==> config.mk <==
export PLATFORM = sky130hd
export DESIGN_NAME = burst_addr_gen
export DESIGN_NICKNAME = d
export VERILOG_FILES = /design/src/rtl/burst_pkg.sv /design/src/rtl/burst_ctrl.sv /design/src/rtl/burst_beat_cnt.sv /design/src/rtl/burst_addr_map.sv /design/src/rtl/burst_addr_gen.sv
export SDC_FILE = /design/constraint.sdc
export NUM_CORES = 1
export LEC_CHECK = 0
export BUFFER_PORTS_ARGS = -buffer_cell sky130_fd_sc_hd__buf_2
export CAP_MARGIN = 25
export CORE_MARGIN = 4
export CORE_UTILIZATION = 44
export CTS_BUF_LIST = sky130_fd_sc_hd__clkbuf_8
export DETAILED_ROUTE_END_ITERATION = 7
export PLACE_DENSITY_LB_ADDON = 0.1
export SETUP_SLACK_MARGIN = 0.4
export SLEW_MARGIN = 15
export SYNTH_ARGS = -nofsm -noshare
export SYNTH_HDL_FRONTEND = slang
export SYNTH_SLANG_ARGS = --single-unit
export TNS_END_PERCENT = 30
==> constraint.sdc <==
create_clock -name clk_i -period 0.97 [get_ports clk_i]
set_clock_uncertainty 0.1 [all_clocks]
set_input_delay 0.194 -clock clk_i [delete_from_list [all_inputs] [get_ports clk_i]]
set_output_delay 0.194 -clock clk_i [all_outputs]
set_load 0.02 [all_outputs]
==> src/rtl/burst_pkg.sv <==
package burst_pkg;
  typedef enum logic {
    ORD_LINEAR     = 1'b0,
    ORD_INTERLEAVE = 1'b1
  } order_e;

  typedef struct packed {
    logic start;
    logic step;
    logic stop;
  } seq_cmd_t;
endpackage

==> src/rtl/burst_ctrl.sv <==
module burst_ctrl
  import burst_pkg::*;
#(
  parameter int NUM_SEL = 3
) (
  input  logic               clk_i,
  input  logic               rst_ni,
  input  logic               clk_en_ni,
  input  logic               load_ni,
  input  logic [NUM_SEL-1:0] sel_i,
  input  logic               wr_i,
  input  logic               interleave_i,
  output seq_cmd_t           cmd_o,
  output logic               active_o,
  output logic               op_valid_o,
  output logic               op_wr_o,
  output order_e             order_o
);
  logic selected;
  assign selected = &sel_i;

  always_comb begin
    cmd_o = '0;
    if (!clk_en_ni) begin
      if (!load_ni) begin
        cmd_o.start = selected;
        cmd_o.stop  = !selected;
      end else begin
        cmd_o.step  = active_o;  // idle advance is dropped
      end
    end
  end

  always_ff @(posedge clk_i or negedge rst_ni) begin
    if (!rst_ni) begin
      active_o   <= 1'b0;
      op_valid_o <= 1'b0;
      op_wr_o    <= 1'b0;
      order_o    <= ORD_LINEAR;
    end else if (!clk_en_ni) begin
      if (cmd_o.start) begin
        active_o <= 1'b1;
        op_wr_o  <= wr_i;
        order_o  <= order_e'(interleave_i);
      end else if (cmd_o.stop) begin
        active_o <= 1'b0;
      end
      op_valid_o <= cmd_o.start | cmd_o.step;
    end
  end
endmodule

==> src/rtl/burst_beat_cnt.sv <==
module burst_beat_cnt #(
  parameter int BEAT_W = 2
) (
  input  logic              clk_i,
  input  logic              rst_ni,
  input  logic              start_i,
  input  logic              step_i,
  output logic [BEAT_W-1:0] beat_o
);
  always_ff @(posedge clk_i or negedge rst_ni) begin
    if (!rst_ni)      beat_o <= '0;
    else if (start_i) beat_o <= '0;
    else if (step_i)  beat_o <= beat_o + 1'b1;  // natural wrap
  end
endmodule

==> src/rtl/burst_addr_map.sv <==
module burst_addr_map
  import burst_pkg::*;
#(
  parameter int ADDR_W = 17,
  parameter int BEAT_W = 2
) (
  input  logic [ADDR_W-1:0] base_i,
  input  logic [BEAT_W-1:0] beat_i,
  input  order_e            order_i,
  output logic [ADDR_W-1:0] addr_o
);
  logic [BEAT_W-1:0] low_lin, low_ilv, low_sel;

  assign low_lin = base_i[BEAT_W-1:0] + beat_i;
  assign low_ilv = base_i[BEAT_W-1:0] ^ beat_i;
  assign low_sel = (order_i == ORD_INTERLEAVE) ? low_ilv : low_lin;
  assign addr_o  = {base_i[ADDR_W-1:BEAT_W], low_sel};
endmodule

==> src/rtl/burst_addr_gen.sv <==
module burst_addr_gen
  import burst_pkg::*;
#(
  parameter int ADDR_W    = 17,
  parameter int BURST_LEN = 4,
  parameter int NUM_SEL   = 3
) (
  input  logic               clk_i,
  input  logic               rst_ni,
  input  logic               clk_en_ni,
  input  logic               load_ni,
  input  logic [NUM_SEL-1:0] sel_i,
  input  logic               wr_i,
  input  logic               interleave_i,
  input  logic [ADDR_W-1:0]  addr_i,
  output logic [ADDR_W-1:0]  addr_o,
  output logic               active_o,
  output logic               op_valid_o,
  output logic               op_wr_o
);
  localparam int BEAT_W = $clog2(BURST_LEN);

  seq_cmd_t          cmd;
  order_e            order_q;
  logic [ADDR_W-1:0] base_q;
  logic [BEAT_W-1:0] beat_q;

  burst_ctrl #(.NUM_SEL(NUM_SEL)) u_ctrl (
    .clk_i, .rst_ni, .clk_en_ni, .load_ni, .sel_i, .wr_i, .interleave_i,
    .cmd_o(cmd), .active_o, .op_valid_o, .op_wr_o, .order_o(order_q)
  );

  burst_beat_cnt #(.BEAT_W(BEAT_W)) u_beat (
    .clk_i, .rst_ni, .start_i(cmd.start), .step_i(cmd.step), .beat_o(beat_q)
  );

  always_ff @(posedge clk_i or negedge rst_ni) begin
    if (!rst_ni)        base_q <= '0;
    else if (cmd.start) base_q <= addr_i;
  end

  burst_addr_map #(.ADDR_W(ADDR_W), .BEAT_W(BEAT_W)) u_map (
    .base_i(base_q), .beat_i(beat_q), .order_i(order_q), .addr_o
  );
endmodule

==> results of run 1 <==
final timing paths:
check | end
max in group asynchronous | base_q[1]
min reg2reg | base_q[3]
max | addr_o[1]
min in group clk_i | base_q[3]
max reg2reg | u_beat.beat_o[1]
min | base_q[8]
Yosys cell counts, drive strengths merged:
library cell / instances
dfrtp: 23
and2: 2
nor2: 1
buf: 17
mux2: 19
o21ai: 1
xnor2: 4
nand4: 1
nand3: 1
ha: 1
nand2: 2
nand3b: 1
nor2b: 1
nand4b: 1
per-layer routing:
layer,global-route usage (%),vias to the layer above
met1,17.6,311
met3,2.23,2
met5,0,-
li1,-,327
met4,6.95,0
met2,19.9,22
timing repair:
item | 4_1_cts | 5_1_grt
hold endpoints to repair | 23 | 11
pin swaps | 3 | 3
buffers inserted | 4 | 2
endpoints found under the setup margin | 43 | 43
resized for setup | 30 | 14
kinds of logic after synthesis:
family                     count (synthesis)
DFF                                       23
muxes                                     19
buffers and inverters                     17
and+or+nand+nor                           10
xor gates and xnor gates                   4
AOI/OAI and AO/OA                          1
adders and majority gates                  1
layout by cell type (no fill, tap or decap), drive strengths merged, types with 2 or more instances in the layout:
| cell type | Yosys | final |
|---|---|---|
| buf | 17 | 58 |
| dfrtp | 23 | 23 |
| mux2 | 19 | 19 |
| xnor2 | 4 | 4 |
| clkbuf | 0 | 3 |
| and2 | 2 | 2 |
| nand2 | 2 | 2 |
through the flow:
step / instances / setup TNS (ns) / hold WS, ns / power [mW]
global route: 148 / -4.23 / -0.277 / 3.77
CTS: 146 / -3.49 / -0.293 / 3.49
finish: 148 / -3.27 / -0.290 / 3.59
detailed placement: 138 / -5.94 / -0.00781 / 2.62
global placement: 138 / -5.54 / -0.00913 / 2.59
floorplan: 75 / -2.56 / -0.202 / 2.40
state kept, by name, indices dropped and copies added (netlist names):
| signal | count |
|---|---|
| u_ctrl.order_o | 1 |
| u_ctrl.active_o | 1 |
| base_q | 17 |
| u_beat.beat_o | 2 |
| u_ctrl.op_wr_o | 1 |
| u_ctrl.op_valid_o | 1 |
final cells by class:
type / count / area (sq um)
clock buffer: 3 / 41.3
clock inverter: 1 / 5.00
fill: 167 / 723
multi-input combinational: 35 / 458
sequential: 23 / 576
tap: 28 / 35.0
timing repair buffer: 58 / 480
worst register-to-register path, delay by kind of cell (launching register included):
family                 cells  cell delay (ns)
AND/OR/NAND/NOR            2             0.26
flip-flops                 1             0.41
XOR/XNOR                   1             0.14
buffers and inverters      1             0.14
power by group through the flow:
| stage | Clock [mW] | Combinational [mW] | Sequential (mW) |
|---|---|---|---|
| 5_1_grt | 0.620 | 1.74 | 1.41 |
| 2_1_floorplan | 0 | 1.05 | 1.35 |
| 6_report | 0.562 | 1.65 | 1.38 |
| 3_5_place_dp | 0 | 1.27 | 1.35 |
| 4_1_cts | 0.591 | 1.54 | 1.35 |
| 3_3_place_gp | 0 | 1.26 | 1.33 |
==> flow_summary.toml, run 1 <==
[run_status]
outcome = "finished, violations left"
violations = "negative hold slack, negative setup slack"

[grt]
grt_max_degree = 24
antenna_found_initial = 0
grt_pass1_wl_mm = 3.33
grt_use_total_pct = 13.1
grt_overflow_total = 0
grt_pass1_vias = 732

[clock_tree]
insertion_delay_ns = 0.25
cts-root-buf = "clkbuf_8"
htree_levels = 1
path_clk_slew_ns = 0.08
cts.sinks = 23
cts_buffer_depth = 2
tritoncts.num_buffers = 3
cts_tree = "done"

[yosys]
netlist_top_cells_area = "dfrtp_1, mux2_4, buf_4"
syn-cell-area_sq_mm = 0.00111
synth_cell_types = 16
synth-adder-area-share_pct = 1.12
synth-compound-area-share_pct = 0.450
yosys.area_share.simple_pct = 6.75
muxShareOfSynthArea_pct = 24.6
ys_seq_area_share_pct = 51.7
yosysWarnings = 0
synth.avg_cell_area_sq_um = 14.8
synth_top_area_share_pct = 51.7
synth_top_family_by_area = "multiplexers"
synthCells = 75
synth_nets = 102
synth_xor_area_share_pct = 3.15
synth.largest_area_cell = "dfrtp_1"
ys_ff_latch = 23

[detailed_routing]
route.detailed.drc = 0
wl_met2_mm = 1.08
wl_met1_um = 882
post_drt_via_cell_ratio = 4.47
dr_total_vias = 662
top_layer_used = "met4"
ant_nets = 0
wl_met3_um = 107
routed_wl_mm = 2.09
drt-wirelength-per-cell_um = 14.1
drt_iter0_markers = 10
dr.pass1.iters = 2

[power]
pwr-share-clk_pct = 15.7
seqPwrFrac_pct = 38.4
cellPowerDensity_mw_per_mm2 = 2250
power_leakage_nw = 0.842
ir_drop_uv = 1480
cellInternalPower_mw = 2.49
p_comb_share_pct = 45.9
swShare_pct = 30.6
p_switching_mw = 1.10

[setup_path]
path_depth = 4
reg2regPathDepth = 4
cp_top_family = "flip-flops"
cp_slowest_cell = "dfrtp_1"
worst-r2r-setup-slack_ns = -0.17
cp_data_required_time_ns = 0.68
crit_chain = "ha_4 > nor2b_4 > xnor2_4 > buf_6"
crit_path_start = "u_beat.beat_o[0]"
critical_path_arrival_ns = 1.23
endpoint_kind = "output pin"
worstReg2RegStart = "u_beat.beat_o[0]"
max_stage_delay_ns = 0.41
path_max_fanout = 2
crit_buf_inv = 1
startpoint_type = "register"
crit_type = "reg2out"

[layout]
area_delta_synth_final_pct = 43.4
final_core_util_pct = 68.8
drive_gt1_share_pct = 73.3
diodes = 0
stdcell_area_sq_mm = 0.00160
nNetsFinal = 148

[worst_hold_path]
min_path_type = "in2async"

[sta]
fin_ws_ns = -0.556
drv_slew = 0
holdWs_ns = -0.290
setup_viol = 28
tightest_slew_ns = 0.288
fin_crit_sh_pct = 157
max-slew-margin-rel_pct = 80.8
fin_crit_ns = 1.53
grt_setup_unrepaired = "yes"
finalHoldViolCount = 23
max_freq_mhz = 655

[floorplan]
fp.dieW_um = 58.3
ios = 46
die_h_um = 58.3
die-area_sq_mm = 0.00340
rows = 17
core_sq_mm = 0.00232
initial_utilization_pct = 48.0

[placement]
place_area_sq_mm = 0.00136
globalplace.congestion = 0.740
hpwl_mm = 1.47
place_ws_ns = -0.310
io_buffers = 45

[flow_run]
maxCapViolCount = 0
No activity file was read; power rests on OpenSTA's default activity.
==> run 2, diff against run 1 <==
--- a/config.mk
+++ b/config.mk
@@ -5,6 +5,7 @@
 export SDC_FILE = /design/constraint.sdc
 export NUM_CORES = 1
 export LEC_CHECK = 0
+export ABC_AREA = 1
 export BUFFER_PORTS_ARGS = -buffer_cell sky130_fd_sc_hd__buf_2
 export CAP_MARGIN = 25
 export CORE_MARGIN = 4
==> flow_summary.toml, run 2 <==
[detailed_routing]
routed_wl_mm = 2.34
post_drt_via_cell_ratio = 4.38
dr.pass1.iters = 4
ant_nets = 0
dr_total_vias = 919
drt_iter0_markers = 30
route.detailed.drc = 0
drt-wirelength-per-cell_um = 11.2

[setup_path]
critical_path_arrival_ns = 1.24
crit_chain = "ha_4 > inv_2 > nor2_2 > inv_1 > nand2_1 > nand2_1 > inv_2 > buf_6"
max_stage_delay_ns = 0.42
reg2regPathDepth = 8
crit_buf_inv = 4
worstReg2RegStart = "u_beat.beat_o[0]"
path_max_fanout = 2
worst-r2r-setup-slack_ns = -0.29
cp_data_required_time_ns = 0.68
endpoint_kind = "output pin"
startpoint_type = "register"
r2r_end = "u_beat.beat_o[1]"
crit_type = "reg2out"
cp_top_family = "flip-flops"
cp_slowest_cell = "dfrtp_1"

[yosys]
yosysWarnings = 0
synthMostInstantiatedCell = "nand2_1"
syn-cell-area_sq_mm = 0.00114
synth.largest_area_cell = "dfrtp_1"
synthCells = 132
synthArstFlopShare_pct = 100
netlist_top_cells_area = "dfrtp_1, nand2_1, buf_4"
synthFlopType = "dfrtp_1"
synth_cell_types = 16
synthTopCellsByCount = "nand2_1, dfrtp_1, buf_4, nand2_2"
synth_top_area_share_pct = 50.5
ys_ff_latch = 23
synth_nets = 159
synth_edf_count = 0
synth.avg_cell_area_sq_um = 8.63
ys_seq_area_share_pct = 50.5

[floorplan]
core_sq_mm = 0.00248
rows = 18
initial_utilization_pct = 46.0
fp.dieW_um = 58.9
ios = 46
die-area_sq_mm = 0.00347
die_h_um = 58.9

[sta]
finalHoldViolCount = 23
fin_ws_ns = -0.564
fin_crit_sh_pct = 158
tightest_slew_ns = 0.262
fin_tns_setup_ns = -3.45
setup_viol = 22
holdWs_ns = -0.305
grt_setup_unrepaired = "yes"
fin_crit_ns = 1.53
max-slew-margin-rel_pct = 82.5
max_freq_mhz = 652
drv_slew = 0

[worst_hold_path]
min_path_type = "in2async"

[clock_tree]
tritoncts.num_buffers = 3
htree_levels = 1
cts-root-buf = "clkbuf_8"
cts.sinks = 23
path_clk_slew_ns = 0.08
cts_tree = "done"
insertion_delay_ns = 0.26
cts_buffer_depth = 2

[placement]
hpwl_mm = 1.63
globalplace.congestion = 0.648
io_buffers = 45
place_inst = 196
place_area_sq_mm = 0.00137

[layout]
area_delta_synth_final_pct = 48.7
stdcell_area_sq_mm = 0.00169
nFillCells = 200
largest_register_ff_count = 17
nNetsFinal = 208
final_common_cell = "nand2_1"
diodes = 0
final_cell_mix = "nand2_1, buf_6, dfrtp_1, buf_2, nand2_2"
top_regs = "base_q: 17 flops, u_beat.beat_o: 2 flops"
fin_cells = 210
drive_gt1_share_pct = 53.3
final_core_util_pct = 68.3
top_register = "base_q"

[grt]
antenna_found_initial = 0
grt_pass1_wl_mm = 3.89
grt_max_degree = 20
grt_pass1_vias = 925
grt_use_total_pct = 14.5
grt_overflow_total = 0

[flow_run]
maxCapViolCount = 0

[run_status]
outcome = "finished, violations left"
violations = "negative hold slack, negative setup slack"

[power]
finalPower_mw = 3.28
cellPowerDensity_mw_per_mm2 = 1940
power_leakage_nw = 0.949
ir_drop_uv = 1600
run 2: changes by cell type in the layout (fill, tap and decap cells not counted), moves of 3 or more:
cell | previous run | this run
buf_2 | 25 | 21
nand2_1 | 2 | 51
nand3_1 | 0 | 3
nand2_2 | 0 | 15
mux2_2 | 3 | 0
inv_2 | 0 | 3
inv_1 | 0 | 3
buf_6 | 18 | 23
nor2_2 | 0 | 4
mux2_4 | 16 | 0
run 2: worst max-delay path by stage:
stage / from / endpoint / slack, ns / cells past startpoint
floorplan: u_beat.beat_o[0] / addr_o[1] / -0.22 / 7
global placement: base_q[0] / addr_o[1] / -0.29 / 8
detailed placement: base_q[0] / addr_o[1] / -0.31 / 8
CTS: base_q[0] / addr_o[1] / -0.55 / 8
global route: base_q[0] / addr_o[1] / -0.65 / 8
finish: base_q[0] / addr_o[1] / -0.56 / 8
run 2: metrics by stage:
stage / setup slack, ns / hold slack, ns
global route: -0.647 / -0.295
floorplan: -0.218 / -0.202
finish: -0.564 / -0.305
detailed placement: -0.307 / -0.0119
CTS: -0.553 / -0.298
global placement: -0.290 / -0.0201
run 2: power breakdown:
| part | internal [mW] | switching (mW) | leakage (nW) |
|---|---|---|---|
| clock network | 0.282 | 0.283 | 0.0269 |
| registers | 1.16 | 0.157 | 0.293 |
| logic | 0.759 | 0.643 | 0.630 |
run 2: cells by family after synthesis:
family                     after synthesis  synth area share, %
xor gates and xnor gates                 2                 1.54
adders and majority gates                1                 1.10
buffers and inverters                   25                 15.9
DFF                                     23                 50.5
AOI/OAI and AO/OA                        1                0.439
and+or+nand+nor                         80                 30.4
run 2: timing repair:
item / 4_1_cts / 5_1_grt
setup endpoints to repair: 43 / 43
setup buffers: 4 / 6
resized for setup: 38 / 26
hold endpoints to repair: 23 / 23
pin swaps: 12 / 11
run 2: per-layer routing:
layer  share of wire, %  vias up  global-route usage [%]
met1                 43      415                    19.0
met2                 51       25                    23.5
met4               0.55        0                    5.18
li1                   -      477                       -
met5                  0        -                       0
met3                6.1        2                    3.29
run 2: cell type report:
cell class	instances	area [sq um]	area share, %
Sequential cell	23	577	34.1
Timing Repair Buffer	62	552	32.6
Multi-Input combinational cell	84	445	26.3
Clock buffer	3	41.3	2.44
Tap cell	30	37.5	2.22
Inverter	7	36.3	2.14
Clock inverter	1	3.75	0.222
